--- config.mk ---
export PLATFORM = sky130hd
export DESIGN_NAME = exc_mode_ctrl
export DESIGN_NICKNAME = d
export VERILOG_FILES = /design/src/rtl/exc_pkg.sv /design/src/rtl/exc_arbiter.sv /design/src/rtl/exc_vector_map.sv /design/src/rtl/exc_mode_regs.sv /design/src/rtl/exc_mode_ctrl.sv
export SDC_FILE = /design/constraint.sdc
export NUM_CORES = 1
export LEC_CHECK = 0
export BUFFER_PORTS_ARGS = -buffer_cell sky130_fd_sc_hd__clkbuf_2
export CAP_MARGIN = 20
export CORE_MARGIN = 4
export CORE_UTILIZATION = 47
export DETAILED_ROUTE_END_ITERATION = 10
export HOLD_SLACK_MARGIN = 0.05
export PLACE_DENSITY = 0.88
export SYNTH_ARGS = -nofsm -noshare
export SYNTH_HDL_FRONTEND = slang
export SYNTH_SLANG_ARGS = --single-unit
--- constraint.sdc ---
create_clock -name clk -period 3.95 [get_ports clk]
set_clock_uncertainty 0.2 [all_clocks]
set_input_delay 0.79 -clock clk [delete_from_list [all_inputs] [get_ports clk]]
set_output_delay 0.79 -clock clk [all_outputs]
set_load 0.02 [all_outputs]
--- src/rtl/exc_pkg.sv ---
package exc_pkg;

    typedef enum logic [4:0] {
        MD_USR = 5'b10000,
        MD_FIQ = 5'b10001,
        MD_IRQ = 5'b10010,
        MD_SVC = 5'b10011,
        MD_ABT = 5'b10111,
        MD_UND = 5'b11011,
        MD_SYS = 5'b11111
    } mode_e;

    typedef enum logic [2:0] {
        CS_NONE = 3'd0,
        CS_ABT  = 3'd1,
        CS_FIQ  = 3'd2,
        CS_IRQ  = 3'd3,
        CS_UND  = 3'd4,
        CS_SWI  = 3'd5
    } cause_e;

    // number of arbitrated causes (reset is handled by the register stage)
    localparam int NCAUSE = 5;

    typedef struct packed {
        mode_e mode;
        logic  fmask;
        logic  imask;
    } ctx_t;

    function automatic mode_e cause_mode(input cause_e c);
        case (c)
            CS_ABT:  return MD_ABT;
            CS_FIQ:  return MD_FIQ;
            CS_IRQ:  return MD_IRQ;
            CS_UND:  return MD_UND;
            default: return MD_SVC;
        endcase
    endfunction

    function automatic logic [4:0] cause_offset(input cause_e c);
        case (c)
            CS_ABT:  return 5'h10;
            CS_FIQ:  return 5'h1C;
            CS_IRQ:  return 5'h18;
            CS_UND:  return 5'h04;
            CS_SWI:  return 5'h08;
            default: return 5'h00;
        endcase
    endfunction

    function automatic logic is_priv(input mode_e m);
        return m != MD_USR;
    endfunction

endpackage

--- src/rtl/exc_arbiter.sv ---
module exc_arbiter
    import exc_pkg::*;
(
    input  logic   abt_stb,
    input  logic   fiq_req,
    input  logic   irq_req,
    input  logic   und_stb,
    input  logic   swi_stb,
    input  logic   fmask,
    input  logic   imask,
    output cause_e cause
);
    // index 0 is the strongest cause
    logic [NCAUSE-1:0] pend;
    int                win;

    assign pend = {swi_stb, und_stb, irq_req & ~imask, fiq_req & ~fmask, abt_stb};

    always_comb begin
        win = NCAUSE;
        for (int i = NCAUSE - 1; i >= 0; i--) begin
            if (pend[i]) win = i;
        end
        case (win)
            0:       cause = CS_ABT;
            1:       cause = CS_FIQ;
            2:       cause = CS_IRQ;
            3:       cause = CS_UND;
            4:       cause = CS_SWI;
            default: cause = CS_NONE;
        endcase
    end
endmodule

--- src/rtl/exc_vector_map.sv ---
module exc_vector_map
    import exc_pkg::*;
#(
    parameter int             AW       = 32,
    parameter logic [AW-1:0]  VEC_BASE = '0
) (
    input  cause_e        cause,
    input  ctx_t          cur,
    output logic          take,
    output ctx_t          nxt,
    output logic [AW-1:0] vec
);
    localparam int OFFW = 5;

    assign take      = (cause != CS_NONE);
    assign nxt.mode  = cause_mode(cause);
    assign nxt.fmask = (cause == CS_FIQ) ? 1'b1 : cur.fmask;
    assign nxt.imask = 1'b1;
    assign vec       = VEC_BASE + {{(AW-OFFW){1'b0}}, cause_offset(cause)};
endmodule

--- src/rtl/exc_mode_regs.sv ---
module exc_mode_regs
    import exc_pkg::*;
#(
    parameter int            AW       = 32,
    parameter logic [AW-1:0] VEC_BASE = '0
) (
    input  logic          clk,
    input  logic          rst,
    input  logic          take,
    input  logic          ret_stb,
    input  ctx_t          nxt,
    input  logic [AW-1:0] vec_in,
    input  logic [AW-1:0] pc_in,
    output ctx_t          cur,
    output ctx_t          saved,
    output logic [AW-1:0] vec_q,
    output logic [AW-1:0] link_q,
    output logic          entry_q
);
    localparam ctx_t CTX_RST  = '{mode: MD_SVC, fmask: 1'b1, imask: 1'b1};
    localparam ctx_t CTX_SRST = '{mode: MD_USR, fmask: 1'b0, imask: 1'b0};

    always_ff @(posedge clk) begin
        if (rst) begin
            cur     <= CTX_RST;
            saved   <= CTX_SRST;
            vec_q   <= VEC_BASE;
            link_q  <= '0;
            entry_q <= 1'b0;
        end else if (take) begin
            saved   <= cur;
            cur     <= nxt;
            vec_q   <= vec_in;
            link_q  <= pc_in;
            entry_q <= 1'b1;
        end else begin
            entry_q <= 1'b0;
            if (ret_stb) cur <= saved;
        end
    end
endmodule

--- src/rtl/exc_mode_ctrl.sv ---
module exc_mode_ctrl
    import exc_pkg::*;
#(
    parameter int            AW       = 32,
    parameter logic [AW-1:0] VEC_BASE = '0
) (
    input  logic          clk,
    input  logic          rst,
    input  logic          abt_stb,
    input  logic          fiq_req,
    input  logic          irq_req,
    input  logic          und_stb,
    input  logic          swi_stb,
    input  logic          ret_stb,
    input  logic [AW-1:0] pc_in,
    output logic [4:0]    mode_o,
    output logic          priv_o,
    output logic          fiq_mask_o,
    output logic          irq_mask_o,
    output logic          entry_o,
    output logic [AW-1:0] vec_o,
    output logic [AW-1:0] link_o,
    output logic [4:0]    saved_mode_o
);
    cause_e        cause;
    ctx_t          cur;
    ctx_t          saved;
    ctx_t          nxt;
    logic          take;
    logic [AW-1:0] vec_next;

    exc_arbiter u_arb (
        .abt_stb (abt_stb),
        .fiq_req (fiq_req),
        .irq_req (irq_req),
        .und_stb (und_stb),
        .swi_stb (swi_stb),
        .fmask   (cur.fmask),
        .imask   (cur.imask),
        .cause   (cause)
    );

    exc_vector_map #(.AW(AW), .VEC_BASE(VEC_BASE)) u_map (
        .cause (cause),
        .cur   (cur),
        .take  (take),
        .nxt   (nxt),
        .vec   (vec_next)
    );

    exc_mode_regs #(.AW(AW), .VEC_BASE(VEC_BASE)) u_regs (
        .clk     (clk),
        .rst     (rst),
        .take    (take),
        .ret_stb (ret_stb),
        .nxt     (nxt),
        .vec_in  (vec_next),
        .pc_in   (pc_in),
        .cur     (cur),
        .saved   (saved),
        .vec_q   (vec_o),
        .link_q  (link_o),
        .entry_q (entry_o)
    );

    assign mode_o       = cur.mode;
    assign priv_o       = is_priv(cur.mode);
    assign fiq_mask_o   = cur.fmask;
    assign irq_mask_o   = cur.imask;
    assign saved_mode_o = saved.mode;
endmodule

-- Word level (Yosys, flattened, before mapping)
Index checks and enable logic that the tools add are counted.
- register bits: 52
- bits in latches: 0
- bits in writable memories: 0
- bits in read-only memories: 0
- output and inout bits: 78
- word-level logic and storage cells: 41
- memories kept: 0
- add/sub/neg operators: 0
- $mul: 0
- div/mod/pow operators: 0
- order comparisons: 0
- eq/ne operators: 11
- shifts and indexed selects: 0
- multiplexer cells: 12
- bitwise logic cells: 4
- reductions and logical operators: 5
- operators with widths (cell ; number):
    32-bit zero test ; 1
    5-bit case mux with 5 select lines ; 1
    4-bit case mux with 4 select lines ; 1
    3-bit case mux with 5 select lines ; 1
    7-bit two-way mux ; 2
    3-bit by 2-bit equality test with 1-bit output, second input constant ; 4
    3-bit two-way mux ; 4
    3-bit equality test, second input constant ; 3
    3-bit by 1-bit equality test with 1-bit output, second input constant ; 2
    5-bit inequality test, second input constant ; 1
    1-bit two-way mux ; 3
    3-bit nonzero test ; 1
    1-bit AND ; 2
    2-bit by 1-bit inequality test with 1-bit output, second input constant ; 1
    1-bit NOT ; 2
    2-bit AND reduction ; 1
    2-bit nonzero test ; 1
    2-bit OR reduction ; 1

-- Longest topological paths before layout
- depth after elaboration: 10
- depth in mapped cells: 7
- mapped depth without buffers: 4

-- By module
From an unflattened synthesis, not the netlist that was laid out.
- cells, all modules: 322
- area total of the unflattened synthesis: 3270.6 um^2
- by module, submodules not included (module ; instances ; cells an instance ; area an instance (um^2) ; sequential area each (um^2)):
    exc_mode_regs ; 1 ; 264 ; 2875.3 ; 1581.5
    exc_vector_map ; 1 ; 47 ; 319.1 ; 0.0
    exc_arbiter ; 1 ; 9 ; 62.6 ; 0.0
    exc_mode_ctrl ; 1 ; 2 ; 13.8 ; 0.0

-- Worst setup path after synthesis
No wires, ideal clock.
- kind: input port to flip-flop
- start point: input fiq_req
- end point: register u_regs.cur[1] (netlist name)
- arrival: 1.754 ns
- data required time: 3.636 ns
- setup slack: 1.882 ns
- stages on the path: 6
- cells stage by stage: nand2b_1 buf_6 and4b_1 buf_6 a311o_1 a21o_1
- word-level cells in the longest chain between the ends: 8
- elaborated cells on any way between the ends: 15
- those cells by class: 6 x eq/ne; 4 x mux; 1 x bitwise; 4 x reduce/logical
- RTL lines (item ; RTL line ; text):
    start: declaration ; exc_mode_ctrl.sv:10 ; input logic fiq_req,
    1-bit AND (*) ; exc_arbiter.sv:17 ; assign pend = {swi_stb, und_stb, irq_req & ~imask, fiq_req & ~fmask, abt_stb};
    3-bit two-way mux (*) (2 in series) ; exc_arbiter.sv:22 ; if (pend[i]) win = i;
    32-bit zero test (tied with other cells) ; exc_arbiter.sv:24 ; case (win)
    3-bit case mux with 5 select lines (*) ; exc_arbiter.sv:24 ;
    3-bit by 2-bit equality test with 1-bit output / 3-bit nonzero test (equally long branches) ; exc_vector_map.sv:17, exc_vector_map.sv:15 ;
    2-bit by 1-bit inequality test with 1-bit output (no source line) / 2-bit nonzero test (equally long branches) ; -- ;
    2-bit AND reduction (no source line) ; -- ;
Mark *: on every way between the ends. The rest lies on a longest branch, timed or not.
A chain may end at the register's enable or synchronous reset.

-- Worst setup path in the final report
- start point: input und_stb
- end point: register u_regs.cur[3] (netlist name)
- word-level cells in the longest chain between the ends: 9
- elaborated cells on any way between the ends: 18
- those cells by class: 8 x eq/ne; 7 x mux; 3 x reduce/logical
- RTL lines (item ; RTL line ; text):
    start: declaration ; exc_mode_ctrl.sv:12 ; input logic und_stb,
    3-bit two-way mux (*) (4 in series) ; exc_arbiter.sv:22 ;
    32-bit zero test (tied with other cells) ; exc_arbiter.sv:24 ;
    3-bit case mux with 5 select lines (*) ; exc_arbiter.sv:24 ;
    3-bit equality test (tied with other cells) ; exc_pkg.sv:32 ; case (c)
    4-bit case mux with 4 select lines ; exc_pkg.sv:32 ;
    7-bit two-way mux ; exc_mode_regs.sv:30 ; end else if (take) begin
Marks and branches as above.

==> impl_metrics.yaml <==
status:
  status: "completed"
sta:
  finalSetupViolations: 0
  worstMarginPinSlew_ns: 0.946
  max_freq_mhz: 419
  hold_viol: 0
  relSlewSlack_pct: 36.9
  fin_setup_tns_ns: 0
  period_share_pct: 60.4
  min_period_ns: 2.39
  rsz0062_at_grt: "false"
  slew_violations: 0
clocking:
  cts_buffer_depth: 2
  cts-root-buf: "clkbuf_8"
  h-tree-depth: 2
  clock_sinks: 50
  ctsHoldBuffers: 0
  cts_made_buffers: 5
  cts_tree: "built"
  post-cts-setup-buffers: 0
  path_clk_slew_ns: 0.09
  clock_latency_ns: 0.29
  cts_resized: 0
critical_path:
  worstPathCellList: "clkbuf_2, nor2_1, nand4b_1, buf_4, nor3_1, o21bai_1"
  critical_path.max_fanout: 27
  crit_slowest_cell: "nand4b_1"
  crit_arrival_ns: 2.37
  crit_buf_inv: 2
  endpoint_kind: "register"
  start_kind: "primary input"
  path_class: "in -> reg"
  critPathTopFamily: "simple AND/OR/NAND/NOR gates"
  rrSetupSlack_ns: 1.75
  r2r_end: "u_regs.cur[3]$_SDFFE_PP1P_"
  required_ns: 3.93
  max_stage_delay_ns: 0.55
  rr_startpoint: "u_regs.cur[1]$_SDFFE_PP1P_"
  r2r_cells: 5
synthesis:
  synth_edf_count: 0
  synth_seq_area_share_pct: 48.0
  yosys_warnings: 0
  synth.most_common_cell: "nand2_1"
  async_reset_ff_share_pct: 0
  synth.largest_area_cell: "dfxtp_1"
  ys_ff_latch: 50
  synth.top_cells.by_area: "dfxtp_1 48%, nand2_1 15%, buf_4 12%"
  synth_top_area_share_pct: 48.0
  yosys.cell_types.count: 26
  syn_inst: 259
  synth_top_flop_cell: "dfxtp_1"
  netlist_area_sq_um: 2090
  synthTopCellsByCount: "84 x nand2_1, 50 x dfxtp_1, 40 x a21oi_1"
  syn_avg_cell_area_sq_um: 8.05
cells_and_area:
  final_util_pct: 59.3
  diodes: 0
  fill_cells: 387
  fin_nets: 373
  areaGrowthSynthToFinish_pct: 17.8
  drive_gt1_share_pct: 29.3
  multi_input_area_sq_um: 851
  register_area_sq_um: 1000
placed_design:
  gp_congestion: 0.837
  port_buffers: 88
  place_hpwl_um: 3250
grt:
  grt_use_total_pct: 16.0
  grt_util_met1_pct: 19.5
  grt_overflow_total: 0
  grt_max_degree: 50
  use_met3_pct: 4.81
  grt_busiest_layer: "met2"
  grt_first_pass_wirelength_um: 7130
  antenna_found_initial: 0
  met2_usage_pct: 27.8
  grt_pass1_vias: 1629
drt:
  via_per_inst: 4.64
  vias: 1783
  drtAntennaViolNets: 0
  drt_iter0_drc: 119
  drc: 0
  wirelength_um: 4480
  dr.pass1.iters: 4
  routedWlPerCell_um: 11.7
floorplanning:
  core_area_sq_um: 4140
  chipWidth_um: 74.6
  ios: 118
  rows: 23
  die_area_sq_um: 5570
  die_y_um: 74.6
  initial_core_util_pct: 50.3
pwr:
  p_leak_nw: 1.27
  p_per_area_nw_per_um2: 409
  ir_drop_v: 0.000220
hold_path:
  min_from: "u_regs.link_q[18]$_SDFFE_PP0N_"
  hold_depth: 2
  holdCritPathClass: "reg -> reg"
  min_to: "u_regs.link_q[18]$_SDFFE_PP0N_"
run:
  maxCapViolCount: 0
-- area by class of cell --
type / count / area share [%]
sequential: 50 / 40.7
multi-input combinational: 186 / 34.6
timing repair buffer: 89 / 18.2
clock buffer: 7 / 3.51
tap: 50 / 2.55
clock inverter: 1 / 0.204
inverter: 1 / 0.153
-- kinds of logic after synthesis --
family | after synthesis | synth area share (%)
and+or+nand+nor | 104 | 20.4
buffers and inverters | 51 | 16.3
DFF | 50 | 48.0
AOI/OAI and AO/OA | 49 | 13.1
muxes | 4 | 1.98
other | 1 | 0.180
-- worst register-to-register path: cells and delay by family (launching register included) --
kind            cells  cell delay [ns]
compound gates      1             0.08
flops               1             0.37
buf+inv             1             0.46
simple gates        3             0.99
-- cell usage in the layout (no fill, tap or decap), types with 2 or more instances in the layout --
cell	instances
clkbuf_8	6
nand2_1	84
conb_1	29
mux2i_1	3
clkbuf_2	88
nor2_1	8
nand3b_1	2
a21oi_1	40
nor3_1	3
dfxtp_1	50
nand2b_1	3
o21bai_1	3
-- stage by stage --
stage	instance area, sq um	cells	power [W]	hold WS [ns]	setup WS (ns)
after floorplan	2190	287	0.000694	0.232	1.88
after global placement	2370	376	0.000721	0.237	1.29
after detailed placement	2370	376	0.000724	0.242	1.24
after CTS	2460	384	0.00102	0.255	1.56
after global routing	2460	384	0.00106	0.274	1.26
final	2460	384	0.00101	0.253	1.56
-- power breakdown --
group	switching, W	total (W)	internal (W)
registers	0.0000156	0.000548	0.000533
clock network	0.000153	0.000294	0.000141
logic	0.000111	0.000163	0.0000523
-- layer usage --
metal / vias up / wire (um)
met1: 786 / 1840
met4: 0 / 11
li1: 924 / -
met5: - / 0
met2: 71 / 2180
met3: 2 / 448
-- flip-flops by register name, indices dropped and copies added, names as in the netlist --
register / cells
u_regs.cur: 7
u_regs.entry_q: 1
u_regs.link_q: 32
u_regs.saved: 7
u_regs.vec_q: 3
-- how the worst max path moves through the flow --
stage	end	startpoint	slack [ns]	depth (start not counted)
floorplan	u_regs.cur[1]$_SDFFE_PP1P_	fiq_req	1.88	6
global placement	u_regs.cur[3]$_SDFFE_PP1P_	und_stb	1.29	6
detailed placement	u_regs.cur[2]$_SDFFE_PP1P_	und_stb	1.24	6
CTS	u_regs.cur[2]$_SDFFE_PP1P_	und_stb	1.56	6
global route	u_regs.cur[2]$_SDFFE_PP1P_	und_stb	1.26	6
finish	u_regs.cur[3]$_SDFFE_PP1P_	und_stb	1.56	6
Power figures use the tool's default switching activity.
